**config.mk**
```make
export PLATFORM = sky130hd
export DESIGN_NAME = motion_irq_gen
export DESIGN_NICKNAME = d
export VERILOG_FILES = /design/src/rtl/mot_pkg.sv /design/src/rtl/axis_cmp.sv /design/src/rtl/event_combiner.sv /design/src/rtl/duration_qual.sv /design/src/rtl/source_reg.sv /design/src/rtl/pad_ctrl.sv /design/src/rtl/motion_irq_gen.sv
export SDC_FILE = /design/constraint.sdc
export NUM_CORES = 1
export LEC_CHECK = 0
export BUFFER_PORTS_ARGS = -buffer_cell sky130_fd_sc_hd__buf_2
export CAP_MARGIN = 20
export CORE_AREA = 4 4 79 66
export CTS_CLUSTER_SIZE = 40
export DETAILED_ROUTE_END_ITERATION = 6
export DIE_AREA = 0 0 83 70
export PLACE_DENSITY_LB_ADDON = 0.3
export REMOVE_ABC_BUFFERS = 1
export SYNTH_ARGS = -nofsm -noshare
export SYNTH_HDL_FRONTEND = slang
export SYNTH_SLANG_ARGS = --single-unit
```
**constraint.sdc**
```tcl
create_clock -name clk -period 8.3 [get_ports clk]
set_input_delay 0.83 -clock clk [delete_from_list [all_inputs] [get_ports clk]]
set_output_delay 0.83 -clock clk [all_outputs]
set_load 0.1 [all_outputs]
```
**src/rtl/mot_pkg.sv**
```systemverilog
package mot_pkg;

    localparam int DEF_DATA_W = 8;
    localparam int DEF_THR_W  = 7;
    localparam int DEF_DUR_W  = 7;
    localparam int NUM_AXES   = 3;
    localparam int EVT_W      = 2 * NUM_AXES;
    localparam int SRC_W      = EVT_W + 1;

    typedef enum logic {
        COMB_OR  = 1'b0,
        COMB_AND = 1'b1
    } comb_mode_e;

    typedef struct packed {
        logic hi;
        logic lo;
    } axis_evt_t;

    typedef struct packed {
        logic act_low;
        logic open_drain;
    } pin_cfg_t;

endpackage

```
**src/rtl/axis_cmp.sv**
```systemverilog
module axis_cmp
    import mot_pkg::*;
#(
    parameter int DATA_W = DEF_DATA_W,
    parameter int THR_W  = DEF_THR_W
) (
    input  logic signed [DATA_W-1:0] sample,
    input  logic        [THR_W-1:0]  thr,
    output axis_evt_t                evt
);
    localparam int CMP_W = (DATA_W > THR_W) ? DATA_W : THR_W;

    logic [DATA_W-1:0] mag;
    logic [CMP_W-1:0]  mag_x;
    logic [CMP_W-1:0]  thr_x;

    always_comb begin
        mag   = sample[DATA_W-1] ? (~sample + 1'b1) : sample;
        mag_x = CMP_W'(mag);
        thr_x = CMP_W'(thr);
        evt.hi = (mag_x > thr_x);
        evt.lo = (mag_x < thr_x);
    end

endmodule

```
**src/rtl/event_combiner.sv**
```systemverilog
module event_combiner
    import mot_pkg::*;
#(
    parameter int N_EVT = EVT_W
) (
    input  logic [N_EVT-1:0] evt,
    input  logic [N_EVT-1:0] en,
    input  comb_mode_e       mode,
    output logic [N_EVT-1:0] evt_masked,
    output logic             cond
);
    always_comb begin
        evt_masked = evt & en;
        if (mode == COMB_AND)
            cond = (|en) && ((evt & en) == en);
        else
            cond = |evt_masked;
    end

endmodule

```
**src/rtl/duration_qual.sv**
```systemverilog
module duration_qual #(
    parameter int DUR_W = 7
) (
    input  logic             clk,
    input  logic             rst,
    input  logic             strobe,
    input  logic             cond,
    input  logic [DUR_W-1:0] dur,
    output logic             fire
);
    localparam logic [DUR_W-1:0] CNT_MAX = {DUR_W{1'b1}};

    logic [DUR_W-1:0] run_cnt;

    assign fire = strobe && cond && (run_cnt >= dur);

    always_ff @(posedge clk) begin
        if (rst)
            run_cnt <= '0;
        else if (strobe) begin
            if (!cond)
                run_cnt <= '0;
            else if (run_cnt != CNT_MAX)
                run_cnt <= run_cnt + 1'b1;
        end
    end


    cnt_restart_chk: assert property (@(posedge clk) disable iff (rst)
        (strobe && !cond) |=> (run_cnt == '0));


    cnt_idle_chk: assert property (@(posedge clk) disable iff (rst)
        !strobe |=> $stable(run_cnt));

endmodule

```
**src/rtl/source_reg.sv**
```systemverilog
module source_reg
    import mot_pkg::*;
#(
    parameter int N_EVT = EVT_W
) (
    input  logic             clk,
    input  logic             rst,
    input  logic             strobe,
    input  logic             fire,
    input  logic [N_EVT-1:0] evt_masked,
    input  logic             latch_en,
    input  logic             rd,
    output logic [N_EVT:0]   src
);
    logic [N_EVT:0] fire_val;

    assign fire_val = {1'b1, evt_masked};

    always_ff @(posedge clk) begin
        if (rst)
            src <= '0;
        else if (latch_en) begin
            if (fire)
                src <= (rd ? '0 : src) | fire_val;
            else if (rd)
                src <= '0;
        end else if (strobe) begin
            src <= fire ? fire_val : '0;
        end
    end


    src_hold_chk: assert property (@(posedge clk) disable iff (rst)
        (!strobe && !(latch_en && rd)) |=> $stable(src));


    rd_clear_chk: assert property (@(posedge clk) disable iff (rst)
        (latch_en && rd && !fire) |=> (src == '0));


    flag_has_evt_chk: assert property (@(posedge clk) disable iff (rst)
        src[N_EVT] |-> (|src[N_EVT-1:0]));

endmodule

```
**src/rtl/pad_ctrl.sv**
```systemverilog
module pad_ctrl
    import mot_pkg::*;
(
    input  logic     active,
    input  pin_cfg_t cfg,
    output logic     pad_o,
    output logic     pad_oe
);
    always_comb begin
        pad_o  = active ^ cfg.act_low;
        pad_oe = cfg.open_drain ? active : 1'b1;
    end

endmodule

```
**src/rtl/motion_irq_gen.sv**
```systemverilog
module motion_irq_gen
    import mot_pkg::*;
#(
    parameter int DATA_W = DEF_DATA_W,
    parameter int THR_W  = DEF_THR_W,
    parameter int DUR_W  = DEF_DUR_W
) (
    input  logic                     clk,
    input  logic                     rst,
    input  logic                     smp_valid,
    input  logic signed [DATA_W-1:0] smp_x,
    input  logic signed [DATA_W-1:0] smp_y,
    input  logic signed [DATA_W-1:0] smp_z,
    input  logic [THR_W-1:0]         thr,
    input  logic [DUR_W-1:0]         dur,
    input  logic [EVT_W-1:0]         evt_en,
    input  logic                     comb_and,
    input  logic                     latch_en,
    input  logic                     src_rd,
    input  logic                     pin_act_low,
    input  logic                     pin_open_drain,
    output logic [SRC_W-1:0]         src_q,
    output logic                     irq_o,
    output logic                     irq_oe
);
    logic signed [DATA_W-1:0] axis_smp [NUM_AXES];
    axis_evt_t                axis_evt [NUM_AXES];
    logic [EVT_W-1:0]         evt_vec;
    logic [EVT_W-1:0]         evt_masked;
    logic                     cond;
    logic                     fire;
    comb_mode_e               mode;
    pin_cfg_t                 pcfg;

    assign axis_smp[0] = smp_x;
    assign axis_smp[1] = smp_y;
    assign axis_smp[2] = smp_z;
    assign mode        = comb_and ? COMB_AND : COMB_OR;
    assign pcfg        = '{act_low: pin_act_low, open_drain: pin_open_drain};

    for (genvar a = 0; a < NUM_AXES; a++) begin : g_axis
        axis_cmp #(.DATA_W(DATA_W), .THR_W(THR_W)) u_cmp (
            .sample (axis_smp[a]),
            .thr    (thr),
            .evt    (axis_evt[a])
        );
        assign evt_vec[2*a]   = axis_evt[a].lo;
        assign evt_vec[2*a+1] = axis_evt[a].hi;
    end

    event_combiner #(.N_EVT(EVT_W)) u_comb (
        .evt        (evt_vec),
        .en         (evt_en),
        .mode       (mode),
        .evt_masked (evt_masked),
        .cond       (cond)
    );

    duration_qual #(.DUR_W(DUR_W)) u_dur (
        .clk    (clk),
        .rst    (rst),
        .strobe (smp_valid),
        .cond   (cond),
        .dur    (dur),
        .fire   (fire)
    );

    source_reg #(.N_EVT(EVT_W)) u_src (
        .clk        (clk),
        .rst        (rst),
        .strobe     (smp_valid),
        .fire       (fire),
        .evt_masked (evt_masked),
        .latch_en   (latch_en),
        .rd         (src_rd),
        .src        (src_q)
    );

    pad_ctrl u_pad (
        .active (src_q[SRC_W-1]),
        .cfg    (pcfg),
        .pad_o  (irq_o),
        .pad_oe (irq_oe)
    );


    od_release_chk: assert property (@(posedge clk) disable iff (rst)
        (pin_open_drain && !src_q[SRC_W-1]) |-> !irq_oe);


    polarity_chk: assert property (@(posedge clk) disable iff (rst)
        irq_oe |-> (irq_o == (src_q[SRC_W-1] != pin_act_low)));


    nolatch_fire_chk: assert property (@(posedge clk) disable iff (rst)
        (!latch_en && smp_valid && fire) |=> src_q[SRC_W-1]);

endmodule

```
# Word level (Yosys, flattened, before mapping)
# Cells that the tools add are included.
# W data, S select, Z words.
# word_totals
register_bits	14
input_bits	52
output_inout_bits	9
# classes
n_addsub	4
n_lt_le_gt_ge	7
n_eq_ne	3
muxes	13
bitwise	6
reduce_logical	7
# op_table
op	count
$mux W7	7
$add A8 B1 Y8 const B	3
$gt A8 B7 Y1	3
$lt A8 B7 Y1	3
$mux W8	3
$not A8 Y8	3
$reduce_or A6 Y1	2
$add A7 B1 Y7 const B	1
$ge A7 B7 Y1	1
$ne A7 B7 Y1 const B	1
$or A7 B7 Y7	1
$and A6 B6 Y6	1
$eq A6 B6 Y1	1
$logic_and A1 B1 Y1	3
$mux W1	3
$ne A2 B2 Y1 const B	1
$reduce_and A2 Y1	1
$reduce_bool A2 Y1	1
$xor A1 B1 Y1	1

# Longest topological paths before layout
# Gate-level depths: netlist of run 1.
# depth
word_depth	13
ltp_mapped	14
depth_no_buf	14

# Modules after synthesis
# From an unflattened synthesis of run 1, not the netlist that was laid out.
# unflattened
cells_unflattened	241
area_unflattened_um2	2004.4
# by_module_without_submodules
module	instances	cells_per_inst	area_each_um2	seq_area_each_um2
axis_cmp	3	43	339.1	0.0
duration_qual	1	60	519.2	140.1
source_reg	1	30	305.3	140.1
event_combiner	1	20	147.6	0.0
pad_ctrl	1	2	15.0	0.0

# Least setup slack after synthesis of run 1
# OpenSTA, ideal clock, no wires.
# synth_timing
kind	in2reg
startpoint	input port smp_x[1]
endpoint	register u_dur.run_cnt[5]
setup_time_ns	0.103
arrival_time_ns	3.590
t_required_ns	8.197
path_slack_ns	4.606
path_stages	12
path_buffers	0
cell_sequence	or3_4 -> o31ai_1 -> xnor2_1 -> ha_1 -> a21o_1 -> a21oi_1 -> nand3_1 -> or3b_2 -> and4b_4 -> a211oi_2 -> a211oi_1 -> a2111oi_2
# synth_via
elab_chain_len	10
elab_cells_between_ends	13
cone_classes	add/sub: 1; order compare: 2; eq/ne: 2; mux: 3; bitwise: 2; reduce/logical: 3
# synth_lines
item	line	text
start: declaration	motion_irq_gen.sv:11	input logic signed [DATA_W-1:0] smp_x,
$not A8 Y8	axis_cmp.sv:18	mag = sample[DATA_W-1] ? (~sample + 1'b1) : sample;
$add A8 B1 Y8	axis_cmp.sv:18	
$mux W8 (*)	axis_cmp.sv:18	
$lt A8 B7 Y1 / $gt A8 B7 Y1 (equally long branches)	axis_cmp.sv:22, axis_cmp.sv:21	
$and A6 B6 Y6 (*)	event_combiner.sv:13, event_combiner.sv:15	
$eq A6 B6 Y1	event_combiner.sv:15	cond = (|en) && ((evt & en) == en);
$logic_and A1 B1 Y1	event_combiner.sv:15	
$mux W1 (*)	event_combiner.sv:14	if (mode == COMB_AND)
$ne A2 B2 Y1 (no line)	n/a	
$reduce_and A2 Y1 (no line)	n/a	
end signal: assignment	duration_qual.sv:24	run_cnt <= run_cnt + 1'b1;
end: declaration	duration_qual.sv:13	logic [DUR_W-1:0] run_cnt;
# Mark *: on every way between the ends. The rest lies on a longest branch, timed or not.
# A chain may end at the register's enable or synchronous reset.

# Worst setup path after layout of run 1
# Ends and elaborated chain as after synthesis.

==> results.txt, run 1 <==
The total grt overflow came out at 0. The leakage dissipation is 1.10 nW. For this configuration, the core starts out at a cell density of 43.5%. The adder and majority gate portion of the synthesized area came out at 20.6%. The simple-gate share of the synthesized area came out at 25.1%. The number of buffers created by CTS is 3. The die covers 5810 µm². The number of placed cells counting well taps came out at 367. The synthesized netlist devotes 26.2% of its cell area to compound gates. STA classifies the critical path endpoint as a register. The clock skew came out at 0.00267 ns. The post-route non-filler standard cell count is 370. The power density over the cells is 99.7 nW/µm². The count of endpoints failing setup in the final report is 0. The first global-routing pass estimated 7690 µm of wire. The clock latency at the later pin of the worst-skew pair came out at 0.24 ns.

Global routing used 15.5% of the available tracks. The maximum resistive drop on vdd came out at 46.0 µV. The internal power component is 0.149 mW.

The number of port buffers is 60. The worst max-slew margin expressed relative to the limit came out at 45.6%. 61 I/O pins were placed. The total length of routed wires came out at 4560 µm.

The final antenna diode count is 0. Entering global routing, the biggest net connects 14 pins. The setup slack on the worst flop-to-flop path came out at 6.31 ns.

At the end of routability-driven placement, the weighted congestion stood at 0.880. Timing would allow up to 266 MHz. For the pin with the worst max-slew slack, the measured transition is 0.811 ns. CTS saw 14 sinks. The area of the placeable core is 4460 µm². In this run the remaining antenna-violating nets after routing total 0. The post-synthesis cell area is 1940 µm². The standard cell area after detailed placement came out at 2300 µm². The post-detailed-route via-to-cell ratio came out at 5.31. The number of max-cap violations is 0. The initial antenna violation count came out at 0. The classification of the worst setup path is primary input to register. The number of global-route vias before repair is 1728. Yosys printed 0 warnings. The time the final worst path needs with I/O delays and setup came out at 3.76 ns. At the worst endpoint, the arrival time is 3.90 ns.

The fraction of layout instances using a drive strength above 1 is 24.8%. The relative contribution of combinational cells to total power came out at 47.2%. The overall die height is 70 µm.

The final standard cell area without fillers came out at 2340 µm². Summing all flip-flop and latch instances after layout gives 280 µm². The smallest setup slack after layout came out at 4.54 ns. The net load switching power is 0.0845 mW.

The unique cell type count in the Yosys netlist is 57. In this run the number of H-tree levels came out at 1. The run finished with clean final reports. After routing, the total negative slack on setup checks comes to 0 ns. The max-slew violation total from the final report came out at 0. The parity-gate share of the synthesized area counting xor and xnor cells came out at 7.67%. The average wire per standard cell is 12.3 µm. The number of enable flip-flop cells after synthesis came out at 0. The average cell area after synthesis is 7.76 µm². The async set-reset flop share out of synthesis is 0%. The synthesis-to-finish area growth came out at 20.7%. The detailed placer's ending HPWL came out at 3950 µm.

In this run the deepest clock path goes through 2 buffers. Among all flip-flop cells after synthesis, the most frequent one is dfxtp_1. In the final layout, the multi-input gates occupy 1540 µm².

The cts-stage hold buffer count came out at 0. For this run, the detailed router's first-pass iteration total came to 4. The final routed DRC violation total is 0. Clock-pin slew was measured on the worst setup and hold paths at 0.06 ns. The fill cell instance count of the final layout is 450. The hold violation count in the final report is 0. The worst setup path is launched from a primary input. The routed via count came out at 1965. The switching fraction of total power came out at 36.2%. After floorplanning, the core was divided into 22 placement rows. The required time at the worst-slack endpoint came out at 8.44 ns. The horizontal die dimension came out at 83 µm.

The buffers inserted during post-CTS setup optimization is 0. The sequential cell area fraction in the yosys report is 14.4%. The post-synthesis register bit count is 14. The cell sitting at the root of the clock tree is a clkbuf_8. The post-layout net count came out at 396.

Setup repair after global routing left no endpoint under its margin. The portion of synthesized area spent on multiplexers is 0%. The detailed router finished its first iteration with 117 violations.

The final critical path takes up 45.3% of the cycle. The fraction of power consumed by sequential logic came out at 29.4%. The type of the worst min-delay path is register to register. Before CTS, the worst setup slack after placement is 4.26 ns.

TritonCTS built the clock tree. The dominant combinational cell family by area after synthesis is compound AO/OA/AOI/OAI gates. Post-CTS repair changed the size of 0 cells.

The fraction of power consumed by the clock network is 23.4%. Along the worst path, the maximum fanout reaches 3. The instance count of the mapped netlist came out at 250.
[final timing paths]
check                                 startpoint                to  cells after the start
worst min register to register      u_src.src[3]      u_src.src[3]                      2
worst max-delay path                    smp_x[1]  u_dur.run_cnt[5]                     13
worst min-delay path                u_src.src[3]      u_src.src[3]                      2
worst max register to register  u_dur.run_cnt[0]      u_src.src[0]                     10
[synthesized netlist by cell type, types with 2 or more instances]
| cell | number | area (µm²) |
|---|---|---|
| a2111oi_2 | 2 | 30.0 |
| a211oi_1 | 10 | 75.1 |
| a21o_1 | 4 | 30.0 |
| a21oi_1 | 12 | 60.1 |
| and2_1 | 2 | 12.5 |
| dfxtp_1 | 14 | 280 |
| ha_1 | 32 | 400 |
| inv_1 | 27 | 101 |
| nand2_1 | 23 | 86.3 |
| nand2b_1 | 9 | 56.3 |
| nand3_1 | 9 | 45.0 |
| nand3b_1 | 2 | 15.0 |
| nand4_1 | 4 | 25.0 |
| nor2_1 | 8 | 30.0 |
| nor2b_1 | 3 | 18.8 |
| nor3_1 | 2 | 10.0 |
| nor3b_1 | 2 | 15.0 |
| o211ai_1 | 2 | 15.0 |
| o21ai_0 | 21 | 105 |
| o21ai_1 | 2 | 10.0 |
| o31ai_1 | 3 | 22.5 |
| or3_1 | 5 | 31.3 |
| or4_1 | 3 | 22.5 |
| xnor2_1 | 16 | 140 |
[power groups by stage]
stage	Sequential, mW	Clock, mW	Combinational, mW
6_report	0.0687	0.0546	0.110
5_1_grt	0.0688	0.0592	0.126
4_1_cts	0.0687	0.0551	0.110
3_5_place_dp	0.0701	0	0.109
3_3_place_gp	0.0701	0	0.107
2_1_floorplan	0.0703	0	0.0759
[state kept, by name, indices dropped and copies added (netlist names)]
| register | count |
|---|---|
| u_src.src | 7 |
| u_dur.run_cnt | 7 |
[metal layers]
| metal | global-route usage [%] | routed length, µm |
|---|---|---|
| met2 | 23.8 | 1950 |
| met4 | 3.81 | 38 |
| met5 | 0 | 0 |
| met1 | 22.2 | 2280 |
| met3 | 3.07 | 294 |
[kinds of logic (layout without fill, tap and decap cells)]
group,Yosys count,in the layout
and+or+nand+nor,83,83
AOI/OAI and AO/OA,74,74
adders and majority gates,32,32
buffers and inverters,30,90
xor gates and xnor gates,17,17
DFF,14,14
[cell usage in the layout, fill, tap and decap left out, types with 4 or more instances in the layout]
master / instances
buf_2: 60
ha_1: 32
inv_1: 27
nand2_1: 23
o21ai_0: 21
xnor2_1: 16
dfxtp_1: 14
a21oi_1: 12
a211oi_1: 10
nand2b_1: 9
nand3_1: 9
nor2_1: 8
or3_1: 5
a21o_1: 4
nand4_1: 4
[area by class of cell]
| class | count | area share, % |
|---|---|---|
| inverter | 27 | 4.33 |
| multi-input combinational | 206 | 65.9 |
| tap | 60 | 3.21 |
| timing repair buffer | 60 | 12.8 |
| clock buffer | 3 | 1.76 |
| sequential | 14 | 12.0 |
[critical path, stage by stage]
cell and delay [ns]:
buf_2 0.11, or3_4 0.41, o31ai_1 0.25, xnor2_1 0.16, ha_1 0.27, a21o_1 0.18, a21oi_1 0.17, nand3_1 0.12
or3b_2 0.50, and4b_4 0.22, a211oi_2 0.25, a211oi_1 0.10, a2111oi_2 0.34
[through the flow]
stage	total power [mW]	util, %	hold slack [ns]
2_1_floorplan	0.146	-	0.489
3_3_place_gp	0.178	51.6	0.431
3_5_place_dp	0.180	51.6	0.440
4_1_cts	0.234	52.5	0.452
5_1_grt	0.254	52.5	0.478
6_report	0.233	52.5	0.447
No activity file was read; power rests on OpenSTA's default activity.
==> run 2: changes to the inputs <==
==> constraint.sdc (replaced) <==
create_clock -name clk -period 3.68 [get_ports clk]
set_input_delay 0.368 -clock clk [delete_from_list [all_inputs] [get_ports clk]]
set_output_delay 0.368 -clock clk [all_outputs]
set_load 0.1 [all_outputs]
==> run 2 against run 1 <==
  * Via count increased by 0.66%
  * Wire length increased by 0.77%
  * Non-clock buffer count is the same
  * Final cell count increased by 0.27%
  * Clock power grew to 2.7 times the previous value
  * Sequential cell count is the same
  * Sequential power is 130% higher
  * First-iteration DRC count decreased by 21%
  * Core utilization up 0.31 points
==> results.txt, run 2 (same netlist as run 1, synthesis figures left out) <==
The routed via count was 1978 (+0.66%). The final routed DRC violation total came out at 0 (unchanged). The number of max-cap violations came to 0 (unchanged). The largest registers in the layout are u_dur.run_cnt: 7 flops, u_src.src: 7 flops.

The last weighted congestion value of the routability-driven placer is 0.880 (about the same). The clock latency at the later pin of the worst-skew pair is 0.24 ns (about the same). The number of buffers created by CTS came out at 3 (unchanged). The clock root buffer master is clkbuf_8. The post-detailed-route via-to-cell ratio came out at 5.33 (+0.39%). The maximum resistive drop on vdd is 118 µV (+160%). The relative contribution of combinational cells to total power came out at 45.1% (-2.1 points). The max-slew violation total from the final report came out at 0 (unchanged). The horizontal die dimension came to 83 µm (unchanged). The average wire per standard cell came out at 12.4 µm (+0.50%).

The critical path arrival came out at 3.48 ns (-0.42 ns). The number of primary I/O pins is 61 (unchanged). The tightest min-delay check is of the primary input to register type.

The largest fanout on the critical path is 3 (unchanged). The remaining number of nets flagged by the antenna check after routing is 0 (unchanged). The final-layout setup total negative slack came to 0 ns (unchanged). The post-layout net count was 396 (unchanged). The fraction of power consumed by the clock network was 26.8% (+3.4 points).

TritonCTS built the clock tree. The final period utilization came out at 90.6%. The flow ran to the end, and the final reports show no timing, DRC or antenna violations. The worst setup path is captured at a register. The number of global-route vias before repair came out at 1794 (+3.8%). The initial antenna violation count came out at 0 (unchanged).

The overall fraction of global-route tracks in use was 15.6% (+0.10 points). The number of gates resized after cts came to 0 (unchanged). The wire length of the first global-routing pass is 7850 µm (+2.2%). The standard cell area after detailed placement is 2300 µm² (unchanged).

The largest net degree at the start of global routing came out at 14 (unchanged). The required time at the worst-slack endpoint was 3.82 ns (-4.62 ns). The worst setup path is of the primary input to register kind. The synthesis-to-finish area growth came out at 21.4%. The hold violation count in the final report came to 0 (unchanged). The buffers inserted during post-CTS setup optimization is 0 (unchanged). The maximum buffer depth of the clock tree came out at 2 (unchanged).

The top cell types in the final layout, fill and taps aside, are buf_2 (60), ha_1 (32), inv_1 (27). The area of the die came out at 5810 µm² (unchanged). The peak clock frequency supported by timing is 300 MHz. The initial core utilization came out at 43.5% (unchanged). The final standard cell area without fillers is 2360 µm² (+0.59%). The net load switching power came out at 0.194 mW (+130%). The switching fraction of total power is 35.1% (-1.0 points). The clock transition at the register clock pins on the worst setup and hold paths after CTS came out at 0.06 ns (about the same). The total number of clock tree sinks was 14 (unchanged). The count of routing violations after the opening detailed-route iteration is 92 (-21%). The worst-margin pin slew was 0.782 ns (-0.0287 ns). STA classifies the critical path startpoint as a primary input. The fraction of power consumed by sequential logic came out at 28.1% (-1.3 points). The area of the placeable core came out at 4460 µm² (unchanged).

The internal power component came out at 0.358 mW (+140%). The number of port buffers was 60 (unchanged). The fraction of layout instances using a drive strength above 1 came out at 25.1% (+0.24 points). The total length of routed wires came out at 4590 µm (+0.77%). The power density over the cells was 234 nW/µm² (+140%). The final antenna diode count is 0 (unchanged). Setup repair after global routing left no endpoint under its margin.

The cts-stage hold buffer count is 0 (unchanged). The maximum level of the CTS H-tree is 1 (unchanged). The overall die height came out at 70 µm (unchanged). The leakage dissipation is 1.10 nW (+0.66%). The worst max-slew margin expressed relative to the limit was 47.5% (+1.9 points). The number of detailed-routing iterations run before antenna repair came to 4 (unchanged). The smallest clock period supported by the final layout is computed as 3.33 ns. The row count is 22 (unchanged). The detailed placer's ending HPWL came out at 3950 µm (about the same).

Leaving out fill and tap cells, the most frequent cell in the layout is buf_2. The count of endpoints failing setup in the final report came to 0 (unchanged). The clock skew is 0.00266 ns (-0.00000269 ns). The total grt overflow is 0 (unchanged).
[run 2: cell count changes in the layout (fill, tap and decap cells not counted), sizes merged]
| cell | change |
|---|---|
| clkbuf | +1 |
[run 2: worst paths after layout]
kind	from	endpoint	slack [ns]	depth (start not counted)
setup / recovery	smp_x[1]	u_dur.run_cnt[5]	0.35	13
hold / removal	rst	u_dur.run_cnt[2]	0.45	2
setup reg to reg	u_dur.run_cnt[0]	u_src.src[3]	1.69	10
hold reg to reg	u_src.src[1]	u_src.src[1]	0.45	2
[run 2: worst max-delay path, cell delays in order]
cell       delay (ns)
buf_2            0.10
or3_4            0.41
o31ai_1          0.26
xnor2_1          0.16
ha_1             0.27
a21o_1           0.18
a21oi_1          0.17
nand3_1          0.12
or3b_2           0.50
and4b_4          0.22
a211oi_2         0.26
a211oi_1         0.10
a2111oi_2        0.34
[run 2: power by group through the flow]
stage	combinational [mW]	sequential (mW)	clock (mW)
after global routing	0.285	0.155	0.157
after floorplan	0.171	0.159	0
after CTS	0.249	0.155	0.150
after global placement	0.242	0.158	0
after detailed placement	0.247	0.158	0
final	0.249	0.155	0.148
[run 2: cell type report]
class,instances,area [µm²]
Fill cell,438,2100
Multi-Input combinational cell,206,1540
Timing Repair Buffer,60,300
Sequential cell,14,280
Inverter,27,101
Tap cell,60,75.1
Clock buffer,4,55.1
[run 2: stage by stage]
| step | setup WS, ns | util (%) | total power, mW | hold slack (ns) | cells |
|---|---|---|---|---|---|
| final | 0.346 | 52.8 | 0.552 | 0.452 | 371 |
| after global routing | 0.133 | 52.8 | 0.598 | 0.458 | 371 |
| after CTS | 0.339 | 52.8 | 0.554 | 0.449 | 371 |
| after detailed placement | 0.0746 | 51.6 | 0.406 | 0.443 | 367 |
| after global placement | 0.173 | 51.6 | 0.400 | 0.431 | 367 |
| after floorplan | 0.448 | - | 0.330 | 0.437 | 247 |
[run 2: routing by layer]
layer	track usage (%)	routed length, µm	vias to the layer above
met5	0	0	-
met2	24.5	1990	58
met4	3.81	41	0
met3	2.00	292	4
met1	22.5	2270	868
li1	-	-	1048
